File: config.mk
export PLATFORM = sky130hd
export DESIGN_NAME = flat_xlat
export DESIGN_NICKNAME = d
export VERILOG_FILES = /design/src/rtl/xlat_pkg.sv /design/src/rtl/xlat_cfg_regs.sv /design/src/rtl/xlat_pte_eval.sv /design/src/rtl/flat_xlat.sv
export SDC_FILE = /design/constraint.sdc
export NUM_CORES = 1
export LEC_CHECK = 0
export BUFFER_PORTS_ARGS = -buffer_cell sky130_fd_sc_hd__buf_2
export CAP_MARGIN = 15
export CORE_MARGIN = 4
export CORE_UTILIZATION = 50
export CTS_CLUSTER_DIAMETER = 60
export DETAILED_ROUTE_END_ITERATION = 10
export PLACE_DENSITY_LB_ADDON = 0.1
export SLEW_MARGIN = 15
export SYNTH_ARGS = -nofsm -noshare
export SYNTH_HDL_FRONTEND = slang
export SYNTH_SLANG_ARGS = --single-unit
File: constraint.sdc
create_clock -name clk -period 3.29 [get_ports clk]
set_input_delay 0.4935 -clock clk [delete_from_list [all_inputs] [get_ports clk]]
set_output_delay 0.4935 -clock clk [all_outputs]
set_load 0.01 [all_outputs]
File: src/rtl/xlat_pkg.sv
// Shared constants and types for the flat page table translator.
// Assumes the entry layout: frame in the upper bits, flags in bits 3:0.
package xlat_pkg;
    localparam int FLG_VALID = 0;
    localparam int FLG_WRITE = 1;
    localparam int FLG_REF   = 2;
    localparam int FLG_DIRTY = 3;

    typedef enum logic [1:0] {
        FLT_NONE  = 2'd0,
        FLT_RANGE = 2'd1,
        FLT_ABSENT = 2'd2,
        FLT_PROT  = 2'd3
    } fault_e;

    typedef enum logic [1:0] {
        SEL_BASE = 2'd0,
        SEL_LEN  = 2'd1,
        SEL_CTRL = 2'd2
    } cfg_sel_e;

    typedef enum logic [1:0] {
        ST_IDLE = 2'd0,
        ST_READ = 2'd1,
        ST_WB   = 2'd2,
        ST_RESP = 2'd3
    } walk_st_e;
endpackage

File: src/rtl/xlat_cfg_regs.sv
// Address-space registers: table base, table length, translation enable.
// Assumes writes land on the clock edge and reads are a plain mux.
module xlat_cfg_regs
    import xlat_pkg::*;
#(
    parameter int PA_W  = 32,
    parameter int LEN_W = 12
) (
    input  logic             clk,
    input  logic             rst_n,
    input  logic             we,
    input  logic [1:0]       sel,
    input  logic [PA_W-1:0]  wdata,
    output logic [PA_W-1:0]  rdata,
    output logic [PA_W-1:0]  base_q,
    output logic [LEN_W-1:0] len_q,
    output logic             pg_en_q
);
    // Load the selected register on a write strobe.
    always_ff @(posedge clk) begin
        if (!rst_n) begin
            base_q  <= '0;
            len_q   <= '0;
            pg_en_q <= 1'b0;
        end else if (we) begin
            case (cfg_sel_e'(sel))
                SEL_BASE: base_q  <= wdata;
                SEL_LEN:  len_q   <= wdata[LEN_W-1:0];
                SEL_CTRL: pg_en_q <= wdata[0];
                default:  ;
            endcase
        end
    end

    // Read-back mux so the OS can save the registers on a context switch.
    always_comb begin
        case (cfg_sel_e'(sel))
            SEL_BASE: rdata = base_q;
            SEL_LEN:  rdata = PA_W'(len_q);
            SEL_CTRL: rdata = PA_W'(pg_en_q);
            default:  rdata = '0;
        endcase
    end
endmodule

File: src/rtl/xlat_pte_eval.sv
// Checks a fetched entry against the access kind and forms the updated entry.
// Assumes only the valid and writable flags gate the access.
module xlat_pte_eval
    import xlat_pkg::*;
#(
    parameter int PTE_W = 32
) (
    input  logic [PTE_W-1:0] pte,
    input  logic             is_write,
    output fault_e           fault,
    output logic [PTE_W-1:0] pte_new,
    output logic             wb_needed
);
    // Classify the access, then set the usage flags on a clean hit.
    always_comb begin
        pte_new = pte;
        if (!pte[FLG_VALID]) begin
            fault = FLT_ABSENT;
        end else if (is_write && !pte[FLG_WRITE]) begin
            fault = FLT_PROT;
        end else begin
            fault = FLT_NONE;
            pte_new[FLG_REF] = 1'b1;
            if (is_write) pte_new[FLG_DIRTY] = 1'b1;
        end
        wb_needed = (fault == FLT_NONE) && (pte_new != pte);
    end
endmodule

File: src/rtl/flat_xlat.sv
// Single-level page table translator. Walks one flat in-memory table per
// access, bounded by a length register, and bypasses it when paging is off.
// Assumes one request in flight and that the OS leaves the configuration
// registers unchanged while a translation is in progress.
module flat_xlat
    import xlat_pkg::*;
#(
    parameter int VA_W  = 24,
    parameter int PA_W  = 32,
    parameter int OFF_W = 13
) (
    input  logic            clk,
    input  logic            rst_n,
    input  logic            req_valid,
    output logic            req_ready,
    input  logic [VA_W-1:0] req_vaddr,
    input  logic            req_write,
    output logic            rsp_valid,
    input  logic            rsp_ready,
    output logic [PA_W-1:0] rsp_paddr,
    output logic [1:0]      rsp_fault,
    input  logic            cfg_we,
    input  logic [1:0]      cfg_sel,
    input  logic [PA_W-1:0] cfg_wdata,
    output logic [PA_W-1:0] cfg_rdata,
    output logic            mem_rd_req,
    output logic [PA_W-1:0] mem_rd_addr,
    input  logic            mem_rd_ack,
    input  logic [PA_W-1:0] mem_rd_data,
    output logic            mem_wr_req,
    output logic [PA_W-1:0] mem_wr_addr,
    output logic [PA_W-1:0] mem_wr_data,
    input  logic            mem_wr_ack
);
    localparam int PAGE_W  = VA_W - OFF_W;
    localparam int FRAME_W = PA_W - OFF_W;
    localparam int LEN_W   = PAGE_W + 1;

    logic [PA_W-1:0]  base_q;
    logic [LEN_W-1:0] len_q;
    logic             pg_en_q;

    walk_st_e         state_q;
    logic [VA_W-1:0]  vaddr_q;
    logic             wr_q;
    logic [PA_W-1:0]  pte_q;
    logic [PA_W-1:0]  paddr_q;
    fault_e           fault_q;

    fault_e           ev_fault;
    logic [PA_W-1:0]  ev_pte;
    logic             ev_wb;

    logic [PAGE_W-1:0] in_page;
    logic [PAGE_W-1:0] cur_page;
    logic [PA_W-1:0]   entry_addr;

    xlat_cfg_regs #(.PA_W(PA_W), .LEN_W(LEN_W)) u_cfg (
        .clk     (clk),
        .rst_n   (rst_n),
        .we      (cfg_we),
        .sel     (cfg_sel),
        .wdata   (cfg_wdata),
        .rdata   (cfg_rdata),
        .base_q  (base_q),
        .len_q   (len_q),
        .pg_en_q (pg_en_q)
    );

    xlat_pte_eval #(.PTE_W(PA_W)) u_eval (
        .pte       (mem_rd_data),
        .is_write  (wr_q),
        .fault     (ev_fault),
        .pte_new   (ev_pte),
        .wb_needed (ev_wb)
    );

    // Page index of the incoming and the held request, and the entry address.
    always_comb begin
        in_page    = req_vaddr[VA_W-1:OFF_W];
        cur_page   = vaddr_q[VA_W-1:OFF_W];
        entry_addr = base_q + (PA_W'(cur_page) << 2);
    end

    // Walk sequencer: accept, bound-check, fetch, write back, respond.
    always_ff @(posedge clk) begin
        if (!rst_n) begin
            state_q <= ST_IDLE;
            vaddr_q <= '0;
            wr_q    <= 1'b0;
            pte_q   <= '0;
            paddr_q <= '0;
            fault_q <= FLT_NONE;
        end else begin
            case (state_q)
                ST_IDLE: if (req_valid) begin
                    vaddr_q <= req_vaddr;
                    wr_q    <= req_write;
                    if (!pg_en_q) begin
                        paddr_q <= PA_W'(req_vaddr);
                        fault_q <= FLT_NONE;
                        state_q <= ST_RESP;
                    end else if (LEN_W'(in_page) >= len_q) begin
                        paddr_q <= '0;
                        fault_q <= FLT_RANGE;
                        state_q <= ST_RESP;
                    end else begin
                        state_q <= ST_READ;
                    end
                end
                ST_READ: if (mem_rd_ack) begin
                    fault_q <= ev_fault;
                    pte_q   <= ev_pte;
                    if (ev_fault != FLT_NONE) begin
                        paddr_q <= '0;
                        state_q <= ST_RESP;
                    end else begin
                        paddr_q <= {mem_rd_data[PA_W-1:OFF_W], vaddr_q[OFF_W-1:0]};
                        state_q <= ev_wb ? ST_WB : ST_RESP;
                    end
                end
                ST_WB: if (mem_wr_ack) state_q <= ST_RESP;
                ST_RESP: if (rsp_ready) state_q <= ST_IDLE;
                default: state_q <= ST_IDLE;
            endcase
        end
    end

    // Port drive from the sequencer state.
    always_comb begin
        req_ready   = (state_q == ST_IDLE);
        rsp_valid   = (state_q == ST_RESP);
        rsp_paddr   = paddr_q;
        rsp_fault   = fault_q;
        mem_rd_req  = (state_q == ST_READ);
        mem_rd_addr = entry_addr;
        mem_wr_req  = (state_q == ST_WB);
        mem_wr_addr = entry_addr;
        mem_wr_data = pte_q;
    end

    logic unused_frame_w;
    assign unused_frame_w = (FRAME_W > 0);
endmodule

==> results of run 1 <==
==> cells in the mapped netlist, drive strengths merged, types with 2 or more instances <==
cell,number,area (um2)
clkbuf,50,191
o21a,5,37.5
a22oi,24,180
inv,24,90.1
nor4,4,40.0
and4,4,36.3
o311ai,4,35.0
buf,54,400
o21ai,11,55.1
or3,2,12.5
a21boi,100,751
a21oi,17,85.1
mux2i,23,230
nor2b,6,37.5
nor3,13,65.1
nand2b,2,12.5
xor2,13,114
o211ai,31,238
ha,26,325
or2,3,18.8
nand4b,3,41.3
dfxtp,138,2760
nand4,6,52.6
and3,5,31.3
nor2,29,109
o211a,25,250
nand3,20,100
a31oi,5,31.3
a311oi,5,43.8
a21o,4,30.0
nand2,231,867
xnor2,8,70.1
a211oi,2,15.0
and2,21,133
==> power groups by stage <==
stage          clock network, uW  logic (uW)  registers, uW
2_1_floorplan                  0        1310           2250
3_3_place_gp                   0        1990           2170
3_5_place_dp                   0        2010           2180
4_1_cts                     1820        2020           2150
5_1_grt                     1880        2220           2190
6_report                    1780        2010           2150
==> metal layers <==
metal | vias up | track usage
li1 | 3579 | -
met1 | 3372 | 0.318
met2 | 351 | 0.409
met3 | 22 | 0.0799
met4 | 0 | 0.0723
met5 | - | 0
==> worst max-delay path by stage <==
stage | end | start
6_report | mem_rd_addr[20] | u_cfg.base_q[2]
2_1_floorplan | mem_wr_addr[26] | u_cfg.base_q[2]
5_1_grt | mem_wr_addr[20] | u_cfg.base_q[2]
3_3_place_gp | mem_rd_addr[24] | u_cfg.base_q[2]
4_1_cts | mem_rd_addr[24] | u_cfg.base_q[2]
3_5_place_dp | mem_rd_addr[24] | u_cfg.base_q[2]
==> cell type report <==
class                           count  area share
Multi-Input combinational cell    664       0.454
Clock buffer                       22      0.0517
Tap cell                          184      0.0246
Sequential cell                   138       0.295
Antenna cell                        3    0.000801
Timing Repair Buffer              279       0.156
Clock inverter                      8     0.00748
Inverter                           25      0.0100
==> flip-flops by register name, summed over array words and instances (netlist names) <==
signal,count
vaddr_q,24
rsp_fault,2
rsp_paddr,32
u_cfg.len_q,12
u_cfg.pg_en_q,1
u_cfg.base_q,32
state_q,2
mem_wr_data,32
wr_q,1
==> per-stage QoR <==
stage / setup WS, ps / utilization
final: 127 / 0.635
after global routing: 5.25 / 0.635
after CTS: 0.672 / 0.632
after detailed placement: 287 / 0.591
after global placement: 349 / 0.591
after floorplan: 418 / -
==> cells by family (layout without fill, tap and decap cells) <==
logic type,after synthesis,in the layout,synth area share
simple gates,351,351,0.206
fa+ha+maj,27,27,0.0453
other cells,0,3,0
xor+xnor,21,21,0.0241
flops,138,138,0.362
buf+inv,129,334,0.0899
compound gates,242,242,0.242
mux,23,23,0.0302
==> repair_timing <==
| item | CTS | global route |
|---|---|---|
| hold buffers | 0 | 0 |
| gates resized for setup | 7 | 10 |
| endpoints found under the setup margin | 12 | 28 |
| pin swaps | 1 | 5 |
| buffers inserted | 2 | 0 |
==> worst max-delay path, stage by stage (launching register included) <==
cell,delay [ps]
dfxtp_2,350
ha_4,140
inv_1,60
fa_2,400
nor2b_4,160
o2111ai_4,160
a21o_4,300
a311oi_1,330
xor2_1,200
buf_2,160
==> results by group, run 1 <==
Outcome
  • Run status: finished clean

Setup path
  • Startpoint types: flop
  • R2R Setup Slk: 1030 ps
  • Arr. time, crit path: approximately 2700 ps
  • Worst-path maximum fanout: 8
  • Reg-to-Reg Start: u_cfg.len_q[10]
  • Worst Reg-to-Reg Cells: 8
  • Setup CP Type: flop to primary output
  • WP data required: roughly 2800 ps
  • Setup crit end kind: primary output
  • FF-to-FF End: rsp_paddr[31]

Detailed routing
  • Avg WL per Cell: about 17 um
  • Met3 routed wirelength: about 2100 um
  • Remaining antenna violation count after routing: 0
  • Final WL: between 20000 and 25000 um
  • Wl on met1: 9540 um
  • Drt first pass iters: 5
  • DR WL met2: roughly 10000 um
  • Drc violations: 0
  • Vias: 7324
  • Via/cell ratio: between 5 and 6
  • Starting DRT DRC Count: between 500 and 600
  • Top Metal Used: met4

Hold path
  • Hold_sp: mem_rd_data[8]
  • Hold Path End: mem_wr_data[8]
  • Hold path depth: 3
  • HP Class: input pin to flop

Yosys
  • Synth cell types: between 50 and 60
  • Cells after Synth: 931
  • Synth warnings: 0
  • Syn nets: 1056
  • Post-synthesis sequential area ratio: 0.362
  • Main synth FF type: dfxtp_1
  • Number of synthesized flops with an enable pin: 0
  • Mean Syn Cell Area: between 8 and 9 um2
  • #FFs+latches synth: 138
  • Post-Syn Area: between 7000 and 8000 um2
  • Ys async rst share: 0

Placed design
  • Gpl congestion: around 0.92
  • Placed cell areas: 8730 um2
  • PortBufs: around 260
  • DP Cell Count: between 1k and 1.5k
  • HPWL Detailed: 16300 um

Pwr
  • P_int: about 4000 uW
  • Design Power: between 5000 and 6000 uW
  • LEAKAGE: 0.00438 uW
  • Sw power: slightly above 2000 uW
  • Power Density: 634 nW/um2
  • Combinational cell fraction of total power: 0.338
  • Register share of total power: 0.362
  • VDD IR max: between 0.4 and 0.5 mV
  • Switch share: 0.346
  • Clk pwr share: 0.300

Floorplan
  • Die Ht: approximately 130 um
  • Die W: approximately 130 um
  • Core footprint: about 15000 um2
  • Initial Util: 0.517
  • Die area: approximately 17000 um2
  • I/O pin count: between 200 and 300
  • Number of core rows: 44

Layout
  • Post-layout net count: approximately 1.3k
  • Area Overhead vs Synth: 22.8%
  • Most common cell after layout, fill and taps aside: buf_2
  • Finished Cell Area: about 9400 um2
  • Fin cells: 1323
  • Footprint of the multi-input gates: 4250 um2
  • Reg area: between 2000 and 3000 um2
  • Filler cells: approximately 1.3k
  • Layout cells sized above 1: 0.292
  • Most frequent cells in the layout: buf_2 (262), nand2_1 (231), dfxtp_1 (136)

Clock tree
  • Clk sinks: between 100 and 150
  • Worst-Skew Late Latency: between 400 and 500 ps
  • Clock Pin Slew Worst Setup and Hold Paths: approximately 50 ps
  • Clk buf depth: 2
  • CTS H-tree lvls: 4
  • CTS tree: built
  • Num CTS Buffers: 17
  • Root buffer cell: clkbuf_16

Timing
  • Slew HR: 0.375
  • Setup violations, final: 0
  • Slew Viols, Final: 0
  • Tmin final: between 3000 and 4000 ps
  • Fin Clk Skew: between 8 and 9 ps
  • Setup TNS: 0 ps
  • Hold Violations, Final: 0
  • Fin crit share: 0.961
  • WHS: 324 ps
  • Fmax: roughly 320 MHz
  • RSZ-0062 raised after global routing: false
  • Slew @ Worst Pin: between 900 and 1000 ps

Global route
  • Number of global-route vias before repair: slightly below 7k
  • Grt total ovfl: 0
  • Total track usage: 0.250
  • Largest net degree at the start of global routing: about 100
  • Initial antenna violation count: 2
  • First-pass GRT wire length: roughly 36000 um

Job
  • Max Cap Viol: 0
(Power assumes the default switching activity.)
==> run 2: changes to the inputs <==
CORE_UTILIZATION = 35   (was 50)
RECOVER_POWER = 50   (was default)
==> results by group, run 2 (same netlist as run 1, synthesis figures left out) <==
Outcome
  • Run status: finished clean

Pwr
  • Register share of total power: 0.358
  • Power Density: between 600 and 700 nW/um2
  • Combinational cell fraction of total power: 0.328
  • P_int: around 3900 uW
  • Sw power: around 2200 uW
  • Clk pwr share: 0.314
  • Switch share: 0.361
  • LEAKAGE: between 0.004 and 0.005 uW
  • VDD IR max: 0.444 mV

Timing
  • Fmax: between 300 and 400 MHz
  • Slew @ Worst Pin: between 1000 and 1500 ps
  • Hold Violations, Final: 0
  • Setup violations, final: 0
  • Slew HR: 0.154
  • Slew Viols, Final: 0
  • Fin Clk Skew: about 14 ps
  • Fin crit share: 0.960
  • RSZ-0062 raised after global routing: false
  • Tmin final: between 3000 and 4000 ps
  • Setup TNS: 0 ps

Floorplan
  • Die area: 24200 um2
  • Die Ht: 156 um
  • Core footprint: 21200 um2
  • Number of core rows: 53
  • I/O pin count: about 260
  • Die W: about 160 um
  • Initial Util: 0.360

Detailed routing
  • Drt first pass iters: 5
  • Final WL: approximately 24000 um
  • Via/cell ratio: 5.04
  • Drc violations: 0
  • Remaining antenna violation count after routing: 0
  • Avg WL per Cell: between 15 and 20 um
  • Vias: between 7k and 8k
  • Starting DRT DRC Count: 374

Global route
  • Initial antenna violation count: 4
  • Grt total ovfl: 0
  • Number of global-route vias before repair: 6685
  • Largest net degree at the start of global routing: 74
  • Total track usage: 0.193
  • First-pass GRT wire length: approximately 37000 um

Hold path
  • HP Class: input pin to flop

Layout
  • Layout cells sized above 1: 0.224
  • Filler cells: 2250
  • Most frequent cells in the layout: nand2_1 (230), buf_2 (179), dfxtp_1 (137)
  • Final core utilization: 0.445
  • Most common cell after layout, fill and taps aside: nand2_1
  • Area Overhead vs Synth: 23.6%
  • Post-layout net count: about 1.3k

Clock tree
  • Root buffer cell: clkbuf_16
  • Num CTS Buffers: 17
  • CTS H-tree lvls: 4
  • Worst-Skew Late Latency: about 430 ps
  • Clk buf depth: 2
  • Clk sinks: approximately 140
  • Clock Pin Slew Worst Setup and Hold Paths: 60 ps
  • CTS tree: built

Setup path
  • Worst-path maximum fanout: 5
  • WP data required: 2800 ps
  • Setup CP Type: flop to primary output
  • Startpoint types: flop
  • Setup crit end kind: primary output
  • Arr. time, crit path: 2660 ps

Placed design
  • HPWL Detailed: 18000 um
  • PortBufs: about 260
  • Gpl congestion: about 0.84

Job
  • Max Cap Viol: 0
[run 2: path summary, 6_finish.rpt]
| kind | from | end | slack [ps] | cells after the start |
|---|---|---|---|---|
| setup / recovery | vaddr_q[13] | mem_wr_addr[20] | 130 | 9 |
| hold / removal | mem_rd_data[11] | mem_wr_data[11] | 310 | 3 |
| setup reg to reg | u_cfg.len_q[0] | rsp_paddr[0] | 910 | 8 |
| hold reg to reg | rsp_fault[1] | rsp_fault[1] | 460 | 2 |
[run 2: layout make-up]
| type | instances | area, um2 | share of cell area |
|---|---|---|---|
| diodes | 2 | 5.00 | 0.000531 |
| clock buffers | 19 | 433 | 0.0459 |
| clock inverters | 13 | 145 | 0.0154 |
| inverters | 25 | 93.8 | 0.00995 |
| multi-input cells | 665 | 4300 | 0.455 |
| flip-flops and latches | 138 | 2760 | 0.293 |
| well taps | 275 | 344 | 0.0365 |
| repair buffers | 283 | 1350 | 0.144 |
[run 2: what timing repair did]
item,CTS,global route
hold endpoints to repair,0,0
setup endpoints to repair,22,26
pin swaps,2,4
cloned,1,0
resized for setup,9,14
hold buffers,0,0
setup buffers,1,0
[run 2: power by group through the flow]
stage               clock [uW]  combinational [uW]  sequential, uW
finish                    1890                1980            2160
floorplan                    0                1310            2250
detailed placement           0                2070            2190
CTS                       1940                2080            2150
global placement             0                2070            2190
global route              2010                2200            2190
[run 2: layer usage]
layer | vias up | global-route usage | wire length (um)
met5 | - | 0 | 32
met4 | 4 | 0.0696 | 464
met3 | 24 | 0.0491 | 1700
met2 | 230 | 0.289 | 10700
met1 | 3308 | 0.270 | 11600
li1 | 3594 | - | -
[run 2: critical path: stages (launching register included)]
cell       delay [ps]
dfxtp_1           360
ha_4              160
inv_1              50
fa_2              370
nor2b_4           160
o2111ai_4         160
a21o_4            290
a311oi_2          320
xor2_1            210
buf_2             160
[run 2: through the flow]
step	instance area [um2]	total power, uW	worst slack [ps]	hold slack (ps)	cells
4_1_cts	9500	6180	9.74	295	1418
3_3_place_gp	8880	4260	357	441	1384
5_1_grt	9430	6390	5.24	312	1419
3_5_place_dp	8880	4250	294	447	1384
6_report	9430	6030	132	312	1420
2_1_floorplan	7630	3560	418	443	931
==> run 3: changes to the inputs <==
RECOVER_POWER = default   (was 50)
==> results by group, run 3 (same netlist as run 1, synthesis figures left out) <==
Outcome
  • Run status: finished clean

Floorplan
  • Initial Util: 0.360
  • Number of core rows: 53
  • Die W: 156 um
  • Core footprint: around 21000 um2
  • Die Ht: approximately 160 um
  • Die area: about 24000 um2
  • I/O pin count: about 260

Hold path
  • Hold path depth: 3
  • Hold_sp: mem_rd_data[11]
  • HP Class: input pin to flop
  • Hold Path End: mem_wr_data[11]

Placed design
  • Placed cell areas: about 8900 um2
  • HPWL Detailed: around 18000 um
  • Gpl congestion: about 0.84
  • PortBufs: roughly 260

Detailed routing
  • DR WL met2: 10700 um
  • Final WL: 24500 um
  • Remaining antenna violation count after routing: 0
  • Wl on met1: 11500 um
  • Drt first pass iters: 5
  • Avg WL per Cell: between 15 and 20 um
  • Vias: around 7.2k
  • Drc violations: 0
  • Top Metal Used: met5
  • Met3 routed wirelength: around 1700 um
  • Via/cell ratio: roughly 5
  • Starting DRT DRC Count: 350

Global route
  • Grt total ovfl: 0
  • Number of global-route vias before repair: 6685
  • Initial antenna violation count: 4
  • Largest net degree at the start of global routing: between 70 and 80
  • First-pass GRT wire length: about 37000 um
  • Total track usage: 0.193

Layout
  • Layout cells sized above 1: 0.300
  • Finished Cell Area: 9570 um2
  • Most common cell after layout, fill and taps aside: buf_2
  • Most frequent cells in the layout: buf_2 (262), nand2_1 (230), dfxtp_1 (137)
  • Post-layout net count: between 1k and 1.5k
  • Area Overhead vs Synth: 25.5%
  • Filler cells: roughly 2.2k

Setup path
  • Setup CP Type: flop to primary output
  • WP data required: 2800 ps
  • Worst-path maximum fanout: 5
  • Arr. time, crit path: roughly 2700 ps
  • FF-to-FF End: rsp_paddr[0]
  • Startpoint types: flop
  • R2R Setup Slk: 910 ps
  • Setup crit end kind: primary output
  • Worst Reg-to-Reg Cells: 8
  • Reg-to-Reg Start: u_cfg.len_q[0]

Pwr
  • Power Density: around 640 nW/um2
  • LEAKAGE: 0.00440 uW
  • VDD IR max: between 0.4 and 0.5 mV

Clock tree
  • Clk sinks: 138
  • Clk buf depth: 2
  • Worst-Skew Late Latency: about 430 ps
  • Num CTS Buffers: 17
  • Root buffer cell: clkbuf_16
  • Clock Pin Slew Worst Setup and Hold Paths: ~60 ps
  • CTS H-tree lvls: 4
  • CTS tree: built

Timing
  • Setup TNS: 0 ps
  • Hold Violations, Final: 0
  • WHS: 310 ps
  • Tmin final: between 3000 and 4000 ps
  • Slew Viols, Final: 0
  • Fin crit share: 0.959
  • Slew HR: 0.435
  • Setup violations, final: 0
  • Fin Clk Skew: ~14 ps
  • Slew @ Worst Pin: ~850 ps
  • RSZ-0062 raised after global routing: false
  • Fmax: roughly 320 MHz

Job
  • Max Cap Viol: 0
## run 3: cell type report
cell class / count / area (um2) / area share
Multi-Input combinational cell: 665 / 4300 / 0.449
Sequential cell: 138 / 2760 / 0.289
Timing Repair Buffer: 283 / 1490 / 0.156
Clock buffer: 19 / 433 / 0.0452
Tap cell: 275 / 344 / 0.0359
Clock inverter: 13 / 145 / 0.0152
Inverter: 25 / 93.8 / 0.00980
Antenna cell: 2 / 5.00 / 0.000523
## run 3: how the worst max path moves through the flow
stage,start,endpoint,slack (ps),cells past startpoint
finish,vaddr_q[13],mem_wr_addr[20],140,9
global route,u_cfg.base_q[4],mem_rd_addr[17],5,7
CTS,u_cfg.base_q[2],mem_rd_addr[22],10,10
detailed placement,u_cfg.base_q[2],mem_rd_addr[20],290,9
global placement,u_cfg.base_q[2],mem_wr_addr[20],360,9
floorplan,u_cfg.base_q[2],mem_wr_addr[26],420,10
## run 3: critical path: stages (launching register included)
cell and delay, ps:
dfxtp_1 360, ha_4 160, inv_1 50, fa_2 370
nor2b_4 160, o2111ai_4 160, a21o_4 290, a311oi_2 310
xor2_1 210, buf_2 160
## run 3: per-stage QoR
step / power (uW) / utilization / cells / setup slack, ps
CTS: 6180 / 0.448 / 1418 / 9.74
global route: 6460 / 0.451 / 1419 / 5.24
finish: 6090 / 0.451 / 1420 / 135
global placement: 4260 / 0.418 / 1384 / 357
floorplan: 3560 / - / 931 / 418
detailed placement: 4250 / 0.418 / 1384 / 294
## run 3: per-layer routing
| metal | global-route usage | vias to the layer above |
|---|---|---|
| li1 | - | 3587 |
| met3 | 0.0491 | 24 |
| met4 | 0.0696 | 4 |
| met5 | 0 | - |
| met2 | 0.289 | 245 |
| met1 | 0.270 | 3323 |
## run 3: where the power goes
group          internal (uW)  leakage (uW)  switching, uW
logic                    831       0.00300           1220
clock network           1120      0.000274            766
registers               1970       0.00113            184
total                   3920       0.00440           2170
## run 3: timing repair
action | in CTS | in global routing
pin swaps | 2 | 4
setup buffers | 1 | 0
cloned | 1 | 0
hold buffers | 0 | 0
setup endpoints to repair | 22 | 26
gates resized for setup | 9 | 14
